File: src/rtl/rtc_regif_pkg.sv
package rtc_regif_pkg;
  localparam int ADDR_W = 8;

  localparam logic [ADDR_W-1:0] OFS_WEEK    = 8'h18;
  localparam logic [ADDR_W-1:0] OFS_ASEC    = 8'h20;
  localparam logic [ADDR_W-1:0] OFS_AYEAR   = 8'h34;
  localparam logic [ADDR_W-1:0] OFS_CTRL    = 8'h40;
  localparam logic [ADDR_W-1:0] OFS_STATUS  = 8'h44;
  localparam logic [ADDR_W-1:0] OFS_IEN     = 8'h48;
  localparam logic [ADDR_W-1:0] OFS_COMP_LO = 8'h4C;
  localparam logic [ADDR_W-1:0] OFS_COMP_HI = 8'h50;
  localparam logic [ADDR_W-1:0] OFS_OSC     = 8'h54;
  localparam logic [ADDR_W-1:0] OFS_KEY_A   = 8'h6C;
  localparam logic [ADDR_W-1:0] OFS_KEY_B   = 8'h70;

  // status bit positions (software decodes these)
  localparam int ST_PWR   = 7;
  localparam int ST_ALARM = 6;
  localparam int ST_BUSY  = 0;
  // interrupt enable bit positions
  localparam int IE_ALARM = 3;
  localparam int IE_TIMER = 2;

  function automatic logic is_time(input logic [ADDR_W-1:0] a);
    return (a[1:0] == 2'b00) && (a <= OFS_WEEK);
  endfunction

  function automatic logic is_alarm(input logic [ADDR_W-1:0] a);
    return (a[1:0] == 2'b00) && (a >= OFS_ASEC) && (a <= OFS_AYEAR);
  endfunction

  // word index inside a bank of consecutive 4-byte registers
  function automatic logic [2:0] slot(input logic [ADDR_W-1:0] a);
    return a[4:2];
  endfunction
endpackage

File: src/rtl/rtc_kick_lock.sv
module rtc_kick_lock #(
  parameter int WORD_W = 32,
  parameter logic [WORD_W-1:0] KEY0 = 32'h83E70B13,
  parameter logic [WORD_W-1:0] KEY1 = 32'h95A4F1E0
) (
  input  logic              clk_i,
  input  logic              rst_ni,
  input  logic              wr_key_a_i,
  input  logic              wr_key_b_i,
  input  logic [WORD_W-1:0] wdata_i,
  output logic              unlocked_o
);
  logic armed_q, open_q;

  always_ff @(posedge clk_i or negedge rst_ni) begin
    if (!rst_ni) begin
      armed_q <= 1'b0;
      open_q  <= 1'b0;
    end else if (wr_key_a_i) begin
      armed_q <= (wdata_i == KEY0);
      if (wdata_i == '0) open_q <= 1'b0;
    end else if (wr_key_b_i) begin
      if (armed_q && (wdata_i == KEY1)) open_q <= 1'b1;
      armed_q <= 1'b0;
    end
  end

  assign unlocked_o = open_q;
endmodule

File: src/rtl/rtc_status_flags.sv
module rtc_status_flags (
  input  logic       clk_i,
  input  logic       rst_ni,
  input  logic       clr_pwr_i,
  input  logic       clr_alarm_i,
  input  logic       alarm_match_i,
  input  logic       upd_warn_i,
  input  logic       tick_sec_i,
  input  logic       tick_min_i,
  input  logic       tick_hour_i,
  input  logic       tick_day_i,
  output logic       pwr_o,
  output logic       alarm_o,
  output logic [3:0] evt_o,   // {day, hour, min, sec}
  output logic       busy_o
);
  logic [3:0] ticks;
  assign ticks = {tick_day_i, tick_hour_i, tick_min_i, tick_sec_i};

  always_ff @(posedge clk_i or negedge rst_ni) begin
    if (!rst_ni) begin
      pwr_o   <= 1'b1;
      alarm_o <= 1'b0;
      evt_o   <= '0;
      busy_o  <= 1'b0;
    end else begin
      if (clr_pwr_i) pwr_o <= 1'b0;
      if (alarm_match_i)    alarm_o <= 1'b1;
      else if (clr_alarm_i) alarm_o <= 1'b0;
      evt_o <= (upd_warn_i ? 4'b0000 : evt_o) | ticks;
      if (tick_sec_i)      busy_o <= 1'b0;
      else if (upd_warn_i) busy_o <= 1'b1;
    end
  end
endmodule

File: src/rtl/rtc_cfg_regs.sv
module rtc_cfg_regs import rtc_regif_pkg::*; #(
  parameter int BYTE_W  = 8,
  parameter int N_ALARM = 6,
  localparam int N_COMP = 2
) (
  input  logic                      clk_i,
  input  logic                      rst_ni,
  input  logic                      wr_i,
  input  logic [ADDR_W-1:0]         addr_i,
  input  logic [BYTE_W-1:0]         wdata_i,
  output logic [N_ALARM*BYTE_W-1:0] alarm_o,
  output logic [BYTE_W-1:0]         ctrl_o,
  output logic [1:0]                ien_o,   // {alarm, timer}
  output logic [N_COMP*BYTE_W-1:0]  comp_o,
  output logic [BYTE_W-1:0]         osc_o
);
  logic [BYTE_W-1:0] alm_q  [N_ALARM];
  logic [BYTE_W-1:0] comp_q [N_COMP];

  for (genvar g = 0; g < N_ALARM; g++) begin : g_alarm
    always_ff @(posedge clk_i or negedge rst_ni) begin
      if (!rst_ni) alm_q[g] <= '0;
      else if (wr_i && is_alarm(addr_i) && (slot(addr_i) == 3'(g))) alm_q[g] <= wdata_i;
    end
    assign alarm_o[g*BYTE_W +: BYTE_W] = alm_q[g];
  end

  for (genvar c = 0; c < N_COMP; c++) begin : g_comp
    localparam logic [ADDR_W-1:0] OFS = OFS_COMP_LO + ADDR_W'(4 * c);
    always_ff @(posedge clk_i or negedge rst_ni) begin
      if (!rst_ni) comp_q[c] <= '0;
      else if (wr_i && (addr_i == OFS)) comp_q[c] <= wdata_i;
    end
    assign comp_o[c*BYTE_W +: BYTE_W] = comp_q[c];
  end

  always_ff @(posedge clk_i or negedge rst_ni) begin
    if (!rst_ni) begin
      ctrl_o <= '0;
      ien_o  <= '0;
      osc_o  <= '0;
    end else if (wr_i) begin
      if (addr_i == OFS_CTRL) ctrl_o <= wdata_i;
      if (addr_i == OFS_IEN)  ien_o  <= {wdata_i[IE_ALARM], wdata_i[IE_TIMER]};
      if (addr_i == OFS_OSC)  osc_o  <= wdata_i;
    end
  end
endmodule

File: src/rtl/rtc_regif.sv
module rtc_regif import rtc_regif_pkg::*; #(
  parameter int WORD_W  = 32,
  parameter int BYTE_W  = 8,
  parameter int N_TIME  = 7,
  parameter int N_ALARM = 6,
  parameter logic [WORD_W-1:0] KEY0 = 32'h83E70B13,
  parameter logic [WORD_W-1:0] KEY1 = 32'h95A4F1E0
) (
  input  logic                      clk_i,
  input  logic                      rst_ni,
  input  logic                      bus_wr_i,
  input  logic [ADDR_W-1:0]         bus_addr_i,
  input  logic [WORD_W-1:0]         bus_wdata_i,
  output logic [BYTE_W-1:0]         bus_rdata_o,
  input  logic [N_TIME*BYTE_W-1:0]  cal_time_i,
  output logic                      tm_wr_o,
  output logic [2:0]                tm_idx_o,
  output logic [BYTE_W-1:0]         tm_data_o,
  output logic [N_ALARM*BYTE_W-1:0] alarm_bcd_o,
  input  logic                      alarm_match_i,
  input  logic                      upd_warn_i,
  input  logic                      tick_sec_i,
  input  logic                      tick_min_i,
  input  logic                      tick_hour_i,
  input  logic                      tick_day_i,
  output logic [BYTE_W-1:0]         ctrl_o,
  output logic [2*BYTE_W-1:0]       comp_o,
  output logic [BYTE_W-1:0]         osc_o,
  output logic                      irq_alarm_o,
  output logic                      irq_timer_o
);
  // named internal events, also observed by the bound checker
  logic              unlocked;
  logic              reg_wr;
  logic              pwr_flag, alarm_flag, busy_flag;
  logic [3:0]        evt_flags;
  logic [1:0]        ien;
  logic [BYTE_W-1:0] wbyte;
  logic [7:0]        status_byte;

  assign wbyte  = bus_wdata_i[BYTE_W-1:0];
  assign reg_wr = bus_wr_i && unlocked;

  rtc_kick_lock #(.WORD_W(WORD_W), .KEY0(KEY0), .KEY1(KEY1)) u_lock (
    .clk_i      (clk_i),
    .rst_ni     (rst_ni),
    .wr_key_a_i (bus_wr_i && (bus_addr_i == OFS_KEY_A)),
    .wr_key_b_i (bus_wr_i && (bus_addr_i == OFS_KEY_B)),
    .wdata_i    (bus_wdata_i),
    .unlocked_o (unlocked)
  );

  rtc_status_flags u_flags (
    .clk_i         (clk_i),
    .rst_ni        (rst_ni),
    .clr_pwr_i     (reg_wr && (bus_addr_i == OFS_STATUS) && bus_wdata_i[ST_PWR]),
    .clr_alarm_i   (reg_wr && (bus_addr_i == OFS_STATUS) && bus_wdata_i[ST_ALARM]),
    .alarm_match_i (alarm_match_i),
    .upd_warn_i    (upd_warn_i),
    .tick_sec_i    (tick_sec_i),
    .tick_min_i    (tick_min_i),
    .tick_hour_i   (tick_hour_i),
    .tick_day_i    (tick_day_i),
    .pwr_o         (pwr_flag),
    .alarm_o       (alarm_flag),
    .evt_o         (evt_flags),
    .busy_o        (busy_flag)
  );

  rtc_cfg_regs #(.BYTE_W(BYTE_W), .N_ALARM(N_ALARM)) u_cfg (
    .clk_i   (clk_i),
    .rst_ni  (rst_ni),
    .wr_i    (reg_wr),
    .addr_i  (bus_addr_i),
    .wdata_i (wbyte),
    .alarm_o (alarm_bcd_o),
    .ctrl_o  (ctrl_o),
    .ien_o   (ien),
    .comp_o  (comp_o),
    .osc_o   (osc_o)
  );

  // time writes are forwarded to the timekeeper
  assign tm_wr_o   = reg_wr && is_time(bus_addr_i);
  assign tm_idx_o  = slot(bus_addr_i);
  assign tm_data_o = wbyte;

  assign status_byte = {pwr_flag, alarm_flag, evt_flags, ctrl_o[0], busy_flag};

  always_comb begin
    bus_rdata_o = '0;
    if (is_time(bus_addr_i)) begin
      for (int i = 0; i < N_TIME; i++)
        if (slot(bus_addr_i) == 3'(i)) bus_rdata_o = cal_time_i[i*BYTE_W +: BYTE_W];
    end else if (is_alarm(bus_addr_i)) begin
      for (int i = 0; i < N_ALARM; i++)
        if (slot(bus_addr_i) == 3'(i)) bus_rdata_o = alarm_bcd_o[i*BYTE_W +: BYTE_W];
    end else begin
      case (bus_addr_i)
        OFS_CTRL:    bus_rdata_o = ctrl_o;
        OFS_STATUS:  bus_rdata_o = BYTE_W'(status_byte);
        OFS_IEN:     bus_rdata_o = BYTE_W'({ien, 2'b00});
        OFS_COMP_LO: bus_rdata_o = comp_o[BYTE_W-1:0];
        OFS_COMP_HI: bus_rdata_o = comp_o[2*BYTE_W-1:BYTE_W];
        OFS_OSC:     bus_rdata_o = osc_o;
        default:     bus_rdata_o = '0;
      endcase
    end
  end

  assign irq_alarm_o = alarm_flag   && ien[1];
  assign irq_timer_o = evt_flags[0] && ien[0];
endmodule

File: config.mk
export PLATFORM = sky130hd
export DESIGN_NAME = rtc_regif
export DESIGN_NICKNAME = d
export VERILOG_FILES = /design/src/rtl/rtc_regif_pkg.sv /design/src/rtl/rtc_kick_lock.sv /design/src/rtl/rtc_status_flags.sv /design/src/rtl/rtc_cfg_regs.sv /design/src/rtl/rtc_regif.sv
export SDC_FILE = /design/constraint.sdc
export NUM_CORES = 1
export LEC_CHECK = 0
export ABC_AREA = 0
export BUFFER_PORTS_ARGS = -buffer_cell sky130_fd_sc_hd__buf_2
export CAP_MARGIN = 10
export CELL_PAD_IN_SITES_DETAIL_PLACEMENT = 0
export CELL_PAD_IN_SITES_GLOBAL_PLACEMENT = 1
export CORE_ASPECT_RATIO = 1.4
export CORE_UTILIZATION = 30
export CTS_BUF_LIST = sky130_fd_sc_hd__clkbuf_8 sky130_fd_sc_hd__clkbuf_16
export DETAILED_ROUTE_END_ITERATION = 8
export PLACE_DENSITY_LB_ADDON = 0.1
export SLEW_MARGIN = 20
export SYNTH_ARGS = -nofsm -noshare
export SYNTH_HDL_FRONTEND = slang
export SYNTH_HIERARCHICAL = 1
export SYNTH_SLANG_ARGS = --single-unit
File: constraint.sdc
create_clock -name clk_i -period 4.5 [get_ports clk_i]
set_clock_uncertainty 0.05 [all_clocks]
set_input_delay 0.45 -clock clk_i [delete_from_list [all_inputs] [get_ports clk_i]]
set_output_delay 0.45 -clock clk_i [all_outputs]
set_load 0.005 [all_outputs]
==> results.tsv <==
metric	value	unit
routed wl met3	1010	um
Async S/R FF share, synth	1.00	
grt total ovfl	0	
worst-path cell with the longest stage delay	nor2b_1	
synth unique cells	56	
fin crit share	0.706	
r2r endpoint	u_cfg/alarm_o[27]	
DR iter-0 viols	242	
most used cell, CP	buf_2	
DR DRC count	0	
Port-buffer cells	206	
Post-synth top cells	dfrtp_1, mux2_2, mux2i_1	
CTS tree	done	
PwrDens	275	mW/mm^2
clock transition at the registers of the reported paths	70	ps
Seq/Total Area, Yosys	0.427	
CTS Hold Bufs	0	
Final setup viols	0	
final hold violations	0	
Peak VDD IR	0.147	mV
Yosys top cell by area	dfrtp_1	
Clock power frac	0.445	
critical-path cell list	buf_2, nor2b_1, a22oi_1, nand3_1, a31oi_1, buf_2	
r2r setup slk	1960	ps
min cycle time layout	3180	ps
DIE WIDTH	115	um
die area	0.0183	mm^2
Setup CP Type	in2out	
Worst slew margin	0.332	
CP Capture Type	output pin	
Net Sw Frac	0.248	
number of flops mapped to enable cells by yosys	0	
final-stage net count	729	
post-synth net total	552	
top cell type's share of synthesized area	0.422	
Max Root-Sink Buffers	2	
via count	4475	
antenna cells	0	
Die Ht	160	um
Worst path max stage delay	810	ps
core area	0.0174	mm^2
Routed Antenna Nets	0	
Avg Cell Area, Syn	11.9	um^2
top-count cell post-synth	dfrtp_1	
setup TNS	0	ps
Final Max Slew Viols	0	
initial core utilization	0.307	
reg-to-reg startpoint	u_lock/unlocked_o	
reported net switching power	459	uW
Startpoint Class	input pin	
num rows	57	
vias per cell	5.17	
M1 WL	7750	um
Post-Syn Area	0.00534	mm^2
Area Overhead vs Synth	26.3	%
R2R cell count	4	
num ports	207	
status	finished clean	
RSZ-0062 raised after global routing	no	
Worst-Skew Late Latency	340	ps
CP max FO	44	
Fillers	1829	
final std cell area, no fill	0.00674	mm^2
top layer used by detailed routing	met4	
critical path required time	4000	ps
Hold Crit Class	in2async	
Internal	1400	uW
TritonCTS Buffers	9	
Crit path arrival time	2680	ps
vias in the first global route	4722	
CTS root buffer	clkbuf_16	
share of cells above drive strength 1	0.539	
Max H-tree Level	3	
drt pass-1 iters	5	
CTS sink cnt	91	
synth warn	6	
ys flop type	dfrtp_1	
first-pass GRT wire length	27500	um
worst-margin pin slew	1000	ps
Synth Instances	447	
Static Leak	0.00349	uW
#FFs+latches synth	91	
cts repair resizes	0	
initial antenna violation count	0	
Post-CTS Setup Inserts	0	
largest net degree at the start of global routing	69	
Reg area	0.00228	mm^2
Gate power share	0.111	
HPWL reported at the end of detailed placement	13600	um
sequential power share	0.444	
final WL	18400	um
Placer Congestion	0.737	
maxcap violations	0	
Max Clk Rate	315	MHz
total track usage	0.203	
largest cells by area after synthesis	dfrtp_1, mux2_2, mux2i_1, mux4_2, buf_4	
metal2 WL	9310	um
post-DR wirelength/cell	21.3	um
multi-input logic area	0.00276	mm^2
Placement Cell Area	0.00642	mm^2
cell families (layout without fill, tap and decap cells):
group,after synthesis,in the layout,synth area share
AOI/OAI and AO/OA,67,67,0.0998
buffers and inverters,49,231,0.0558
DFF,91,91,0.427
muxes,132,132,0.292
and+or+nand+nor,108,108,0.126
critical path, delay by kind of cell:
family / cells / cell delay (ps)
AOI/OAI and AO/OA: 2 / 370
buffers and inverters: 2 / 870
and+or+nand+nor: 2 / 970
state kept, by name (all words and copies together) (netlist names):
register / count
u_cfg/comp_o: 16
u_flags/busy_o: 1
u_lock/armed_q: 1
u_cfg/osc_o: 8
u_cfg/alarm_o: 48
u_flags/evt_o: 4
u_flags/pwr_o: 1
u_cfg/ctrl_o: 8
u_flags/alarm_o: 1
u_cfg/ien_o: 2
u_lock/unlocked_o: 1
worst max path at each step:
| stage | startpoint | to | slack [ps] | depth (start not counted) |
|---|---|---|---|---|
| 2_1_floorplan | bus_wr_i | u_cfg/alarm_o[40] | 2180 | 6 |
| 3_3_place_gp | bus_addr_i[4] | bus_rdata_o[6] | 1340 | 6 |
| 3_5_place_dp | bus_addr_i[4] | bus_rdata_o[6] | 1320 | 6 |
| 4_1_cts | bus_addr_i[4] | bus_rdata_o[6] | 1320 | 6 |
| 5_1_grt | bus_addr_i[4] | bus_rdata_o[4] | 1180 | 6 |
| 6_report | bus_addr_i[4] | bus_rdata_o[0] | 1320 | 6 |
routing by layer:
metal,GRT usage,vias up
met1,0.253,2253
li1,-,2030
met5,0,-
met2,0.351,174
met3,0.0357,18
met4,0.0626,0
layout make-up:
type	count	share of cell area
multi-input cells	307	0.410
flip-flops and latches	91	0.338
repair buffers	209	0.157
well taps	236	0.0438
clock buffers	9	0.0334
clock inverters	7	0.0148
inverters	6	0.00334
metrics by stage:
step / cells / util / hold slack, ps / total power (uW) / setup WS (ps)
CTS: 865 / 0.387 / 137 / 1880 / 1320
global placement: 849 / 0.369 / 425 / 1050 / 1340
finish: 865 / 0.387 / 102 / 1860 / 1320
floorplan: 447 / - / 104 / 949 / 2180
detailed placement: 849 / 0.369 / 428 / 1050 / 1320
global route: 865 / 0.387 / 167 / 1930 / 1180
cell usage in the layout, fill, tap and decap left out, types with 4 or more instances in the layout:
cell type / synthesis / final
a22oi_1: 14 / 14
mux2_2: 77 / 77
dfrtp_1: 90 / 90
nor3_1: 5 / 5
nand3_1: 9 / 9
o22a_1: 9 / 9
a21o_1: 5 / 5
a211oi_2: 4 / 4
nand2b_1: 9 / 9
o211ai_1: 8 / 8
mux2_4: 8 / 8
nor2b_1: 9 / 9
mux4_2: 8 / 8
buf_4: 17 / 5
buf_2: 4 / 204
clkbuf_16: 0 / 9
nor3_2: 4 / 4
nor2_1: 14 / 14
mux2i_1: 38 / 38
nand3b_1: 5 / 5
nor4_1: 5 / 5
nand4_1: 8 / 8
nand2_1: 20 / 20
inv_1: 5 / 5
power by group through the flow:
stage,clock (uW),combinational (uW),sequential [uW]
2_1_floorplan,0,111,838
3_3_place_gp,0,206,839
3_5_place_dp,0,207,839
4_1_cts,851,209,823
5_1_grt,878,226,823
6_report,826,205,824
(Power assumes the default switching activity.)
